## config.mk

```make
export PLATFORM = sky130hd
export DESIGN_NAME = evt_timer_regs
export DESIGN_NICKNAME = d
export VERILOG_FILES = /design/src/rtl/evt_pkg.sv /design/src/rtl/evt_main_counter.sv /design/src/rtl/evt_chan_regs.sv /design/src/rtl/evt_irq_route.sv /design/src/rtl/evt_timer_regs.sv
export SDC_FILE = /design/constraint.sdc
export NUM_CORES = 1
export LEC_CHECK = 0
export CAP_MARGIN = 15
export CORE_MARGIN = 3
export CORE_UTILIZATION = 30
export DETAILED_ROUTE_END_ITERATION = 8
export GPL_TIMING_DRIVEN = 0
export PLACE_DENSITY_LB_ADDON = 0.15
export SETUP_SLACK_MARGIN = 0.3
export SLEW_MARGIN = 40
export SYNTH_ARGS = -nofsm -noshare
export SYNTH_HDL_FRONTEND = slang
export SYNTH_HIERARCHICAL = 1
export SYNTH_SLANG_ARGS = --single-unit
export TNS_END_PERCENT = 1
```

## constraint.sdc

```tcl
create_clock -name clk -period 10.6 [get_ports clk]
set_input_delay 1.59 -clock clk [delete_from_list [all_inputs] [get_ports clk]]
set_output_delay 1.59 -clock clk [all_outputs]
set_load 0.01 [all_outputs]
```

## src/rtl/evt_pkg.sv

```systemverilog
package evt_pkg;
  localparam int HALF_W  = 32;
  localparam int ROUTE_W = 5;

  localparam logic [9:0] A_ID     = 10'h000;
  localparam logic [9:0] A_PERIOD = 10'h004;
  localparam logic [9:0] A_GCFG   = 10'h010;
  localparam logic [9:0] A_GCFG_H = 10'h014;
  localparam logic [9:0] A_STATUS = 10'h020;
  localparam logic [9:0] A_CNT_LO = 10'h0F0;
  localparam logic [9:0] A_CNT_HI = 10'h0F4;

  localparam logic [2:0] W_CFG    = 3'd0;
  localparam logic [2:0] W_CAP    = 3'd1;
  localparam logic [2:0] W_CMP_LO = 3'd2;
  localparam logic [2:0] W_CMP_HI = 3'd3;

  localparam int B_EN     = 0;
  localparam int B_LEGACY = 1;
  localparam int B_INT_EN = 2;
  localparam int B_MODE32 = 8;
  localparam int B_ROUTE  = 9;

  localparam logic [HALF_W-1:0] GCFG_WMASK = 32'h0000_0003;
  localparam logic [HALF_W-1:0] CH_WMASK   = 32'h0000_3F0C;
  localparam logic [HALF_W-1:0] CH_RO_SET  = 32'h0000_0030;
  localparam logic [HALF_W-1:0] CH_CAP_HI  = 32'h0000_0004;
endpackage

```

## src/rtl/evt_main_counter.sv

```systemverilog
module evt_main_counter #(
  parameter int HALF_W = 32,
  localparam int CNT_W = 2 * HALF_W
) (
  input  logic              clk,
  input  logic              rst_n,
  input  logic              count_en,
  input  logic              wr_lo,
  input  logic              wr_hi,
  input  logic [HALF_W-1:0] wdata,
  output logic [CNT_W-1:0]  cnt
);
  logic [CNT_W-1:0] cnt_q, cnt_d;

  always_comb begin
    cnt_d = cnt_q;
    if (wr_lo)         cnt_d[HALF_W-1:0]     = wdata;
    else if (wr_hi)    cnt_d[CNT_W-1:HALF_W] = wdata;
    else if (count_en) cnt_d                 = cnt_q + 1'b1;
  end

  always_ff @(posedge clk or negedge rst_n) begin
    if (!rst_n) cnt_q <= '0;
    else        cnt_q <= cnt_d;
  end

  assign cnt = cnt_q;

  a_r2_step: assert property (@(posedge clk) disable iff (!rst_n)
    (count_en && !wr_lo && !wr_hi) |=> (cnt_q == $past(cnt_q) + 1'b1));
  a_r2_freeze: assert property (@(posedge clk) disable iff (!rst_n)
    (!count_en && !wr_lo && !wr_hi) |=> $stable(cnt_q));
  a_r3_lo_write: assert property (@(posedge clk) disable iff (!rst_n)
    wr_lo |=> (cnt_q[HALF_W-1:0] == $past(wdata)));
endmodule

```

## src/rtl/evt_chan_regs.sv

```systemverilog
module evt_chan_regs
  import evt_pkg::*;
(
  input  logic              clk,
  input  logic              rst_n,
  input  logic              sel,
  input  logic              we,
  input  logic [2:0]        word,
  input  logic [HALF_W-1:0] wdata,
  output logic [HALF_W-1:0] cfg,
  output logic [2*HALF_W-1:0] cmp,
  output logic [HALF_W-1:0] rdata
);
  logic [HALF_W-1:0]   cfg_q, cfg_d;
  logic [2*HALF_W-1:0] cmp_q, cmp_d;
  logic wr_cfg, wr_lo, wr_hi;

  assign wr_cfg = sel && we && (word == W_CFG);
  assign wr_lo  = sel && we && (word == W_CMP_LO);
  assign wr_hi  = sel && we && (word == W_CMP_HI);

  always_comb begin
    cfg_d = cfg_q;
    cmp_d = cmp_q;
    if (wr_cfg) begin
      cfg_d = (wdata & CH_WMASK) | (cfg_q & ~CH_WMASK);
      if (wdata[B_MODE32]) cmp_d[2*HALF_W-1:HALF_W] = '0;
    end
    if (wr_lo) cmp_d[HALF_W-1:0]        = wdata;
    if (wr_hi) cmp_d[2*HALF_W-1:HALF_W] = wdata;
  end

  always_ff @(posedge clk or negedge rst_n) begin
    if (!rst_n) begin
      cfg_q <= CH_RO_SET;
      cmp_q <= '1;
    end else begin
      cfg_q <= cfg_d;
      cmp_q <= cmp_d;
    end
  end

  always_comb begin
    unique case (word)
      W_CFG:    rdata = cfg_q;
      W_CAP:    rdata = CH_CAP_HI;
      W_CMP_LO: rdata = cmp_q[HALF_W-1:0];
      W_CMP_HI: rdata = cmp_q[2*HALF_W-1:HALF_W];
      default:  rdata = '0;
    endcase
  end

  assign cfg = cfg_q;
  assign cmp = cmp_q;

  a_r9_mode32_clear: assert property (@(posedge clk) disable iff (!rst_n)
    (wr_cfg && wdata[B_MODE32]) |=> (cmp_q[2*HALF_W-1:HALF_W] == '0));
  a_r5_ro_bits: assert property (@(posedge clk) disable iff (!rst_n)
    wr_cfg |=> (cfg_q[5:4] == 2'b11));
  a_r5_cmp_lo: assert property (@(posedge clk) disable iff (!rst_n)
    wr_lo |=> (cmp_q[HALF_W-1:0] == $past(wdata)));
endmodule

```

## src/rtl/evt_irq_route.sv

```systemverilog
module evt_irq_route #(
  parameter int NUM_CH  = 3,
  parameter int ROUTE_W = 5,
  localparam int NUM_IRQ = 1 << ROUTE_W
) (
  input  logic                      clk,
  input  logic                      rst_n,
  input  logic [NUM_CH-1:0]         fire,
  input  logic [NUM_CH*ROUTE_W-1:0] route,
  input  logic                      legacy,
  output logic [NUM_IRQ-1:0]        lines
);
  logic [ROUTE_W-1:0] dest [NUM_CH];
  logic [NUM_IRQ-1:0] lines_q, lines_d;

  for (genvar c = 0; c < NUM_CH; c++) begin : g_dest
    if (c == 0) begin : g_l0
      assign dest[c] = legacy ? ROUTE_W'(0) : route[c*ROUTE_W +: ROUTE_W];
    end else if (c == 1) begin : g_l1
      assign dest[c] = legacy ? ROUTE_W'(8) : route[c*ROUTE_W +: ROUTE_W];
    end else begin : g_pl
      assign dest[c] = route[c*ROUTE_W +: ROUTE_W];
    end
  end

  always_comb begin
    lines_d = '0;
    for (int c = 0; c < NUM_CH; c++) begin
      if (fire[c]) lines_d[dest[c]] = 1'b1;
    end
  end

  always_ff @(posedge clk or negedge rst_n) begin
    if (!rst_n) lines_q <= '0;
    else        lines_q <= lines_d;
  end

  assign lines = lines_q;

  a_r10_legacy0: assert property (@(posedge clk) disable iff (!rst_n)
    (legacy && fire[0]) |=> lines_q[0]);
  a_r10_quiet: assert property (@(posedge clk) disable iff (!rst_n)
    (fire == '0) |=> (lines_q == '0));
endmodule

```

## src/rtl/evt_timer_regs.sv

```systemverilog
module evt_timer_regs
  import evt_pkg::*;
#(
  parameter int          NUM_CH  = 3,
  parameter logic [31:0] TICK_FS = 32'h0098_9680,
  localparam int NUM_IRQ = 1 << ROUTE_W,
  localparam int CNT_W   = 2 * HALF_W
) (
  input  logic                       clk,
  input  logic                       rst_n,
  input  logic [9:0]                 bus_addr,
  input  logic [HALF_W-1:0]          bus_wdata,
  input  logic                       bus_we,
  input  logic                       bus_re,
  input  logic [NUM_CH-1:0]          ch_irq_pulse,
  output logic [HALF_W-1:0]          rd_data,
  output logic [CNT_W-1:0]           cnt_value,
  output logic [NUM_CH*HALF_W-1:0]   ch_cfg,
  output logic [NUM_CH*CNT_W-1:0]    ch_cmp,
  output logic [NUM_CH-1:0]          ch_cfg_wr,
  output logic [NUM_CH-1:0]          ch_cmp_wr,
  output logic [NUM_CH-1:0]          ch_arm,
  output logic [NUM_CH-1:0]          ch_disarm,
  output logic                       legacy_mode,
  output logic [NUM_IRQ-1:0]         irq_lines
);
  localparam logic [HALF_W-1:0] CAP_LO =
    {16'h8086, 1'b1, 1'b0, 1'b1, 5'(NUM_CH - 1), 8'h01};

  logic rst_m, rst_s;
  always_ff @(posedge clk or negedge rst_n) begin
    if (!rst_n) {rst_s, rst_m} <= 2'b00;
    else        {rst_s, rst_m} <= {rst_m, 1'b1};
  end

  logic       word_ok, in_chan;
  logic [4:0] slot;
  logic [2:0] word;
  assign word_ok = (bus_addr[1:0] == 2'b00);
  assign in_chan = (bus_addr[9:8] != 2'b00) && word_ok;
  assign slot    = bus_addr[9:5] - 5'd8;
  assign word    = bus_addr[4:2];

  logic gcfg_we, cnt_lo_we, cnt_hi_we;
  assign gcfg_we   = bus_we && (bus_addr == A_GCFG);
  assign cnt_lo_we = bus_we && (bus_addr == A_CNT_LO);
  assign cnt_hi_we = bus_we && (bus_addr == A_CNT_HI);

  logic [1:0] gcfg_q, gcfg_d;
  logic en_q, rise, fall;
  assign en_q = gcfg_q[B_EN];

  always_comb begin
    gcfg_d = gcfg_q;
    if (gcfg_we) gcfg_d = bus_wdata[1:0] & GCFG_WMASK[1:0];
  end

  always_ff @(posedge clk or negedge rst_s) begin
    if (!rst_s) gcfg_q <= '0;
    else        gcfg_q <= gcfg_d;
  end

  assign rise = gcfg_we &&  bus_wdata[B_EN] && !en_q;
  assign fall = gcfg_we && !bus_wdata[B_EN] &&  en_q;

  evt_main_counter #(.HALF_W(HALF_W)) u_cnt (
    .clk(clk), .rst_n(rst_s), .count_en(en_q),
    .wr_lo(cnt_lo_we), .wr_hi(cnt_hi_we), .wdata(bus_wdata),
    .cnt(cnt_value)
  );

  logic [NUM_CH-1:0]   sel, cfg_now, cmp_now, arm_d;
  logic [HALF_W-1:0]   ch_rd [NUM_CH];
  logic [NUM_CH*ROUTE_W-1:0] route;
  logic [NUM_CH-1:0]   fire;

  for (genvar c = 0; c < NUM_CH; c++) begin : g_ch
    assign sel[c] = in_chan && (slot == 5'(c));
    evt_chan_regs u_regs (
      .clk(clk), .rst_n(rst_s), .sel(sel[c]), .we(bus_we), .word(word),
      .wdata(bus_wdata),
      .cfg(ch_cfg[c*HALF_W +: HALF_W]),
      .cmp(ch_cmp[c*CNT_W +: CNT_W]),
      .rdata(ch_rd[c])
    );
    assign cfg_now[c] = sel[c] && bus_we && (word == W_CFG);
    assign cmp_now[c] = sel[c] && bus_we &&
                        ((word == W_CMP_LO) || (word == W_CMP_HI));
    assign arm_d[c]   = (rise && (ch_cmp[c*CNT_W +: CNT_W] != '1)) ||
                        (cmp_now[c] && en_q);
    assign route[c*ROUTE_W +: ROUTE_W] = ch_cfg[c*HALF_W + B_ROUTE +: ROUTE_W];
    assign fire[c] = ch_irq_pulse[c] && ch_cfg[c*HALF_W + B_INT_EN] && en_q;
  end

  logic [NUM_CH-1:0] cfg_wr_q, cmp_wr_q, arm_q, disarm_q;
  always_ff @(posedge clk or negedge rst_s) begin
    if (!rst_s) begin
      cfg_wr_q <= '0;
      cmp_wr_q <= '0;
      arm_q    <= '0;
      disarm_q <= '0;
    end else begin
      cfg_wr_q <= cfg_now;
      cmp_wr_q <= cmp_now;
      arm_q    <= arm_d;
      disarm_q <= {NUM_CH{fall}};
    end
  end
  assign ch_cfg_wr = cfg_wr_q;
  assign ch_cmp_wr = cmp_wr_q;
  assign ch_arm    = arm_q;
  assign ch_disarm = disarm_q;

  logic [HALF_W-1:0] rd_d, rd_q, chan_rd;
  always_comb begin
    chan_rd = '0;
    for (int c = 0; c < NUM_CH; c++) begin
      if (sel[c]) chan_rd = chan_rd | ch_rd[c];
    end
  end

  always_comb begin
    rd_d = rd_q;
    if (bus_re) begin
      if (in_chan) rd_d = chan_rd;
      else begin
        unique case (bus_addr)
          A_ID:     rd_d = CAP_LO;
          A_PERIOD: rd_d = TICK_FS;
          A_GCFG:   rd_d = {{(HALF_W-2){1'b0}}, gcfg_q};
          A_GCFG_H: rd_d = '0;
          A_STATUS: rd_d = '0;
          A_CNT_LO: rd_d = cnt_value[HALF_W-1:0];
          A_CNT_HI: rd_d = cnt_value[CNT_W-1:HALF_W];
          default:  rd_d = '0;
        endcase
      end
    end
  end

  always_ff @(posedge clk or negedge rst_s) begin
    if (!rst_s) rd_q <= '0;
    else        rd_q <= rd_d;
  end
  assign rd_data = rd_q;

  assign legacy_mode = gcfg_q[B_LEGACY];

  evt_irq_route #(.NUM_CH(NUM_CH), .ROUTE_W(ROUTE_W)) u_route (
    .clk(clk), .rst_n(rst_s), .fire(fire), .route(route),
    .legacy(gcfg_q[B_LEGACY]), .lines(irq_lines)
  );

  a_r7_disarm_all: assert property (@(posedge clk) disable iff (!rst_s)
    (ch_disarm != '0) |-> (ch_disarm == '1));
  a_r7_arm_excl: assert property (@(posedge clk) disable iff (!rst_s)
    !((ch_arm != '0) && (ch_disarm != '0)));
  a_r7_rise_arms: assert property (@(posedge clk) disable iff (!rst_s)
    (rise && (ch_cmp[CNT_W-1:0] != '1)) |=> ch_arm[0]);
  a_r12_hold: assert property (@(posedge clk) disable iff (!rst_s)
    !bus_re |=> $stable(rd_data));
  a_r11_legacy: assert property (@(posedge clk) disable iff (!rst_s)
    gcfg_we |=> (legacy_mode == $past(bus_wdata[B_LEGACY])));
endmodule

```

==> results of run 1 <==
synth_stat cells, drive strengths merged (5+ instances only):
cell type,number
o22ai,7
a311oi,8
clkbuf,61
nor4b,7
and3,31
a32o,9
inv,29
and4bb,9
or3,11
buf,152
and4,12
conb,7
xor2,21
mux2,173
o311ai,6
a21oi,50
dfstp,192
a221oi,21
and3b,12
dfrtp,166
or4,7
nand3,47
a22oi,45
nand2,141
nor3b,13
o211ai,11
nand4,94
o221ai,5
a21o,6
a22o,162
xnor2,10
nor2,87
a31oi,9
and2,12
o21ai,61
and4b,7
a211oi,31
or2,7
nor3,55
nor4,39
mux2i,21
area by class of cell:
cell class / count / area [µm²] / area share [%]
multi-input combinational: 1363 / 10190 / 36.94
sequential: 358 / 9203 / 33.35
timing repair buffer: 413 / 4180 / 15.15
buffer: 213 / 1389 / 5.034
clock buffer: 69 / 1275 / 4.621
tap: 873 / 1092 / 3.959
clock inverter: 13 / 145.1 / 0.5261
inverter: 29 / 108.9 / 0.3945
antenna: 2 / 5.005 / 0.01814
path summary, 6_finish.rpt:
check / start / end / slack, ns / cells after the start
worst min-delay path: rst_m$_DFF_PN0_ / rst_s$_DFF_PN0_ / 0.35 / 0
min in group asynchronous: rst_s$_DFF_PN0_ / g_ch[0].u_regs/cmp[21]$_DFFE_PN1P_ / 0.62 / 0
max in group asynchronous: rst_s$_DFF_PN0_ / g_ch[1].u_regs/cmp[42]$_DFFE_PN1P_ / 8.76 / 4
worst max register to register: u_cnt/cnt[15]$_DFFE_PN0P_ / u_cnt/cnt[46]$_DFFE_PN0P_ / 7.74 / 6
worst max-delay path: bus_addr[9] / u_cnt/cnt[38]$_DFFE_PN0P_ / 4.65 / 14
worst min register to register: rst_m$_DFF_PN0_ / rst_s$_DFF_PN0_ / 0.35 / 0
registers in the layout (all words and copies together), names as in the netlist, 2 cells and up:
name and count:
g_ch.u_regs/cmp 192, rd_data 32, g_ch.u_regs/cfg 24, ch_cmp_wr 3, u_cnt/cnt 64, ch_arm 3
gcfg_q 2, u_route/lines 32, ch_cfg_wr 3
logic make-up (layout without fill, tap and decap cells):
family	Yosys count	in the layout	share of synthesized area (%)
flip-flops	358	358	44.67
adder cells (fa/ha/maj)	2	2	0.1215
other	7	75	0.1276
AND/OR/NAND/NOR	607	607	17.71
multiplexers	194	194	10.97
AO/OA/AOI/OAI	456	456	17.82
buffers and inverters	242	737	7.267
XOR/XNOR	31	31	1.319
per-stage QoR:
stage               power [W]  setup slack, ns  hold WS, ns
floorplan            0.001599            4.933       0.3311
global placement     0.001779            2.285       0.3352
detailed placement   0.001790            4.020       0.3371
CTS                  0.003317            4.661       0.3477
global route         0.003394            4.603       0.3815
finish               0.003290            4.649       0.3465
layer usage:
layer  share of wire, %  track usage (%)  routed length, µm
met1                 43            39.07              45320
met2                 46            45.11              48550
met3                6.9            5.466               7314
met4                4.0            10.61               4193
met5                  0                0                  0
power by group through the flow:
stage	sequential [W]	combinational [W]	clock, W
after floorplan	0.00148	0.000123	0
after global placement	0.00149	0.000286	0
after detailed placement	0.00147	0.000321	0
after CTS	0.00145	0.000322	0.00155
after global routing	0.00145	0.000342	0.00160
final	0.00145	0.000323	0.00152
==> tab_implementation.tex, run 1 <==
\begin{tabular}{lr}
\hline
Metric & Value \\
\hline
\multicolumn{2}{l}{\textbf{Die}} \\
Placeable core area & 67630 µm² \\
Height of the die & between 200 and 300 µm \\
DIE AREA & 71820 µm² \\
Row count & 95 \\
Total I/O pin count & between 400 and 500 \\
Width of the chip & $\sim$270 µm \\
Initial core utilization & a little under a third \\
\multicolumn{2}{l}{\textbf{Place}} \\
HPWL Detailed & between 80000 and 90000 µm \\
\# port buffers & around 400 \\
\# placed instances & approximately 3200 \\
Post-placement cell area & around 26000 µm² \\
RD Place Congestion & roughly 0.94 \\
\multicolumn{2}{l}{\textbf{Global routing}} \\
Number of antenna violations at the first check in global routing & 3 \\
Total gr overflow & 0 \\
Overall routing resource usage & between 20\% and 30\% \\
Global-route wire length before repair & roughly 150000 µm \\
Pin count of the biggest net entering global routing & 46 \\
Vias in the first global route & approximately 19000 \\
\multicolumn{2}{l}{\textbf{Worst setup path}} \\
Sum of buffers and inverters on the critical path & 6 \\
Worst setup EP type & flop \\
Max stage delay on crit path & slightly above 0.6 ns \\
Data arrival time of the critical path & between 6 and 7 ns \\
Dominant cell type by count on the critical path & clkbuf\_1 \\
Worst Path Max Fanout & 10 \\
Crit path launch type & input port \\
Cell Chain, Critical Path & clkdlybuf4s50\_1, inv\_1, ha\_1, nand4\_4, nor3\_4, buf\_4, and3\_1, clkbuf\_1, o21ba\_2, clkbuf\_1, clkbuf\_2, nor2\_1, a31oi\_1, o311ai\_0 \\
Cell family contributing the most delay on the critical path & buffers and inverters \\
Data required time of the critical path & between 10 and 15 ns \\
Cell at the slowest stage of the critical path & clkbuf\_1 \\
Setup Crit Path Kind & in -> reg \\
\multicolumn{2}{l}{\textbf{Logic synthesis}} \\
Synth Instances & 1897 \\
Cell type contributing the most total cell area after synthesis & dfstp\_2 \\
Average cell area after synthesis & approximately 11 µm² \\
Yosys warns & 6 \\
Area fraction of the dominant cell type after synthesis & about a quarter \\
Post-synth EDFFs & 0 \\
Synth async-reset ratio & 100.0\% \\
Post-synthesis sequential area ratio & $\sim$45\% \\
Count of different cell masters after synthesis & roughly 90 \\
Post-synthesis sequential element count & between 300 and 400 \\
Cell area after synthesis & 20590 µm² \\
Leading post-synthesis cells by cell area & dfstp\_2 (24\%), dfrtp\_1 (20\%), a22o\_1 (6.9\%) \\
Top FF cell, synth & dfstp\_2 \\
\multicolumn{2}{l}{\textbf{STA}} \\
Maximum clock rate & roughly 0.17 GHz \\
Transition at the pin with the smallest max-transition slack & approximately 0.93 ns \\
Endpoints failing hold & 0 \\
Time the final worst path needs with I/O delays and setup & between 5 and 6 ns \\
Pins over their slew limit & 0 \\
Period Utilization, post-route & a little under three fifths \\
Total setup violations reported at the end of the flow & 0 \\
Slew HR & 37.74\% \\
Layout Skew & between 0.02 and 0.03 ns \\
Setup TNS & 0 ns \\
Unrepaired setup endpoints after global routing & false \\
\multicolumn{2}{l}{\textbf{Power and ir drop}} \\
Static power due to leakage & $\sim$11 nW \\
Part of the power in combinational logic & 9.8\% \\
Power density over the cells & 119.2 nW/µm² \\
Worst supply voltage drop on vdd & slightly above 0.0001 V \\
Net Sw Frac & 27.37\% \\
Part of the power in registers & 44.0\% \\
Clock network fraction of design power & 46.2\% \\
Net switching power & around 0.00090 W \\
Internal Power & between 0.002 and 0.0025 W \\
\multicolumn{2}{l}{\textbf{Cells and area}} \\
Final Net Count & around 2500 \\
End-of-flow core utilization & 40.79\% \\
Leading cell type in the layout, fill and taps excluded & clkdlybuf4s50\_1 \\
Non-filler cells in the finished layout & between 3000 and 4000 \\
Number of inserted filler cells in the final layout & approximately 6600 \\
Area Growth Syn to Fin & 33.98\% \\
Commonest non-fill, non-tap cells in the layout & clkdlybuf4s50\_1 (394), dfstp\_2 (192), dfrtp\_1 (165), a22o\_1 (162), nand2\_1 (141) \\
Final instance area & roughly 28000 µm² \\
Fraction of final layout cells with drive strength greater than 1 & a little over a quarter \\
\multicolumn{2}{l}{\textbf{Drt}} \\
Overall via count from detail\_route & 19070 \\
Total DRC errors in the routed layout & 2 \\
DR iter-0 viols & between 1500 and 2000 \\
Final WL & between 100000 and 150000 µm \\
Final ANT Viol Nets & 0 \\
First drt pass iteration count & 8 \\
DR WL/cell & around 32 µm \\
Number of vias per cell & around 5.7 \\
\multicolumn{2}{l}{\textbf{Clocking}} \\
Number of buffers created by CTS & 44 \\
Post-CTS setup buffers & 0 \\
Latest clock arrival within the worst-skew pair & 0.61 ns \\
Depth of the CTS H-tree & 2 \\
\# hold bufs at CTS & 0 \\
Root cell of the clock tree & clkbuf\_16 \\
CTS tree & yes \\
CTS Buffer Depth & 3 \\
Clock Pin Slew Worst Setup and Hold Paths & around 0.06 ns \\
TritonCTS Sinks & roughly 360 \\
Total of cells resized after clock tree synthesis & 0 \\
\multicolumn{2}{l}{\textbf{Run}} \\
Number of max-cap violations & 0 \\
\multicolumn{2}{l}{\textbf{Run status}} \\
Violated checks & design-rule violations \\
Result of the run & finished, violations left \\
\multicolumn{2}{l}{\textbf{Min path}} \\
Type of the most critical hold path & reg -> reg \\
\hline
\end{tabular}
No activity file was read; power rests on OpenSTA's default activity.
==> run 2, diff against run 1 <==
clock period = 5.09 ns   (was 10.6 ns; I/O delays follow)
==> tab_implementation.tex, run 2 (synthesis results as in run 1) <==
\begin{tabular}{lr}
\hline
Metric & Value \\
\hline
\multicolumn{2}{l}{\textbf{Clocking}} \\
\# hold bufs at CTS & 0 (unchanged) \\
Depth of the CTS H-tree & 2 (unchanged) \\
Clock Pin Slew Worst Setup and Hold Paths & 0.06 ns (about the same) \\
Root cell of the clock tree & clkbuf\_16 \\
Number of buffers created by CTS & 43 (-2.3\%) \\
TritonCTS Sinks & 358 (unchanged) \\
CTS tree & yes \\
CTS Buffer Depth & 3 (unchanged) \\
Latest clock arrival within the worst-skew pair & 0.61 ns (about the same) \\
Post-CTS setup buffers & 0 (unchanged) \\
\multicolumn{2}{l}{\textbf{Cells and area}} \\
Fraction of final layout cells with drive strength greater than 1 & 26.16\% (+0.12 points) \\
Flip-flop count of the largest register after layout & 192 (unchanged) \\
Final Net Count & 2471 (-0.081\%) \\
Leading cell type in the layout, fill and taps excluded & clkdlybuf4s50\_1 \\
Commonest non-fill, non-tap cells in the layout & clkdlybuf4s50\_1 (393), dfstp\_2 (192), dfrtp\_1 (165), a22o\_1 (162), nand2\_1 (141) \\
Area Growth Syn to Fin & 34.16\% \\
\multicolumn{2}{l}{\textbf{Worst setup path}} \\
Sum of buffers and inverters on the critical path & 6 (unchanged) \\
Data required time of the critical path & 5.58 ns (-5.45 ns) \\
Crit path launch type & input port \\
Dominant cell type by count on the critical path & clkbuf\_1 \\
Cell Chain, Critical Path & clkdlybuf4s50\_1, inv\_1, ha\_1, nand4\_4, nor3\_4, buf\_4, and3\_1, clkbuf\_2, o21ba\_2, clkbuf\_1, clkbuf\_1, o21ai\_0, nor3\_1 \\
Worst setup EP type & flop \\
Destination of the worst register-to-register timing path & u\_cnt/cnt[46]\$\_DFFE\_PN0P\_ \\
Cell at the slowest stage of the critical path & clkbuf\_1 \\
Logic depth of the worst register-to-register path & 6 (unchanged) \\
Data arrival time of the critical path & 5.17 ns (-1.21 ns) \\
Worst flop-to-flop path startpoint & u\_cnt/cnt[12]\$\_DFFE\_PN0P\_ \\
Setup Crit Path Kind & in -> reg \\
Cell family contributing the most delay on the critical path & buffers and inverters \\
Worst Path Max Fanout & 10 (unchanged) \\
Max stage delay on crit path & 0.60 ns (about the same) \\
Minimum setup slack among reg-to-reg paths & 2.15 ns (-5.59 ns) \\
\multicolumn{2}{l}{\textbf{Place}} \\
HPWL Detailed & 81280 µm (-1.4\%) \\
\# port buffers & 402 (unchanged) \\
RD Place Congestion & 0.9351 (-0.55\%) \\
Post-Place Setup Slack & -0.4879 ns (-4.508 ns) \\
\multicolumn{2}{l}{\textbf{Power and ir drop}} \\
Power density over the cells & 249.9 nW/µm² (+110\%) \\
Static power due to leakage & 11.00 nW (+0.32\%) \\
Part of the power in registers & 43.7\% (-0.3 points) \\
Worst supply voltage drop on vdd & 0.0002214 V (+120\%) \\
Clock network fraction of design power & 46.6\% (+0.4 points) \\
Net Sw Frac & 26.82\% (-0.55 points) \\
Net switching power & 0.001851 W (+110\%) \\
Internal Power & 0.005053 W (+110\%) \\
Part of the power in combinational logic & 9.7\% (about the same) \\
\multicolumn{2}{l}{\textbf{Die}} \\
Initial core utilization & 30.45\% (unchanged) \\
Width of the chip & 268.0 µm (unchanged) \\
Row count & 95 (unchanged) \\
Placeable core area & 67630 µm² (unchanged) \\
Height of the die & 268.0 µm (unchanged) \\
Total I/O pin count & 478 (unchanged) \\
DIE AREA & 71820 µm² (unchanged) \\
\multicolumn{2}{l}{\textbf{STA}} \\
Endpoints failing hold & 0 (unchanged) \\
Layout Skew & 0.02729 ns (+0.002199 ns) \\
Period Utilization, post-route & between 90\% and 100\% \\
Total setup violations reported at the end of the flow & 0 (unchanged) \\
Slew HR & 40.22\% (+2.5 points) \\
Final Worst Setup Slack & 0.4047 ns (-4.244 ns) \\
Time the final worst path needs with I/O delays and setup & about 4.7 ns \\
Pins over their slew limit & 0 (unchanged) \\
Unrepaired setup endpoints after global routing & false \\
Transition at the pin with the smallest max-transition slack & 0.8939 ns (-0.03151 ns) \\
Maximum clock rate & around 0.21 GHz \\
Setup TNS & 0 ns (unchanged) \\
\multicolumn{2}{l}{\textbf{Global routing}} \\
Global-route wire length before repair & 144600 µm (-1.8\%) \\
Vias in the first global route & 18490 (-2.0\%) \\
Pin count of the biggest net entering global routing & 46 (unchanged) \\
Total gr overflow & 0 (unchanged) \\
Number of antenna violations at the first check in global routing & 6 (+3) \\
Overall routing resource usage & 28.08\% (-0.50 points) \\
\multicolumn{2}{l}{\textbf{Drt}} \\
Final ANT Viol Nets & 0 (unchanged) \\
Final WL & 104100 µm (-1.2\%) \\
DR iter-0 viols & 1944 (+18\%) \\
First drt pass iteration count & 6 (-2) \\
DR WL/cell & 31.23 µm (-1.2\%) \\
Number of vias per cell & 5.736 (+0.27\%) \\
Overall via count from detail\_route & 19110 (+0.24\%) \\
Total DRC errors in the routed layout & 0 (-2) \\
\multicolumn{2}{l}{\textbf{Run status}} \\
Result of the run & finished, final reports clean \\
\multicolumn{2}{l}{\textbf{Run}} \\
Number of max-cap violations & 0 (unchanged) \\
\multicolumn{2}{l}{\textbf{Min path}} \\
Type of the most critical hold path & reg -> async \\
\hline
\end{tabular}
run 2: cell type report:
cell class	instances	area (µm²)
Inverter	29	108.9
Clock buffer	65	1249
Fill cell	6489	40010
Sequential cell	358	9203
Timing Repair Buffer	412	4170
Multi-Input combinational cell	1363	10200
Tap cell	873	1092
Buffer	213	1390
Clock inverter	14	200.2
Antenna cell	5	12.51
run 2: worst max path at each step:
stage,cells after the start,slack (ns),startpoint,endpoint
2_1_floorplan,0,1.66,rst_s$_DFF_PN0_,ch_arm[0]$_DFF_PN0_
3_3_place_gp,11,-1.10,bus_addr[4],u_cnt/cnt[32]$_DFFE_PN0P_
3_5_place_dp,13,-0.49,bus_addr[8],u_cnt/cnt[32]$_DFFE_PN0P_
4_1_cts,13,0.31,bus_addr[8],u_cnt/cnt[51]$_DFFE_PN0P_
5_1_grt,13,0.36,bus_addr[8],u_cnt/cnt[51]$_DFFE_PN0P_
6_report,13,0.40,bus_addr[8],u_cnt/cnt[51]$_DFFE_PN0P_
run 2: power by group through the flow:
stage / registers (W) / logic, W / clock network (W)
final: 0.00301 / 0.000671 / 0.00322
after global routing: 0.00302 / 0.000709 / 0.00339
after CTS: 0.00301 / 0.000669 / 0.00329
after detailed placement: 0.00306 / 0.000667 / 0
after global placement: 0.00311 / 0.000595 / 0
after floorplan: 0.00307 / 0.000257 / 0
run 2: repair_timing:
item | CTS | global route
gates resized for setup | 1 | 2
pin swaps | 0 | 0
setup endpoints to repair | 10 | 22
run 2: worst register-to-register path: cells and delay by family, from the launching register on:
family	cells	cell delay, ns
flip-flops	1	0.55
AO/OA/AOI/OAI	1	0.35
AND/OR/NAND/NOR	4	1.40
buffers and inverters	1	0.52
run 2: metal layers:
layer  vias up  track usage, %  part of all wire (%)
met3       163           4.962                   6.9
met1      9858           38.16                    43
met5         -               0                     0
li1       8183               -                     -
met2       907           45.63                    47
met4         0           8.858                   3.4
run 2: metrics by stage:
stage | instances | total power, W | hold WS, ns | util, % | instance area (µm²)
3_3_place_gp | 3238 | 0.003701 | 0.3362 | 38.38 | 25960
3_5_place_dp | 3247 | 0.003723 | 0.3073 | 38.63 | 26130
5_1_grt | 3328 | 0.007116 | 0.3026 | 40.83 | 27620
6_report | 3332 | 0.006904 | 0.3002 | 40.85 | 27630
2_1_floorplan | 1963 | 0.003330 | 0.3312 | - | 20840
4_1_cts | 3326 | 0.006969 | 0.2852 | 40.78 | 27580
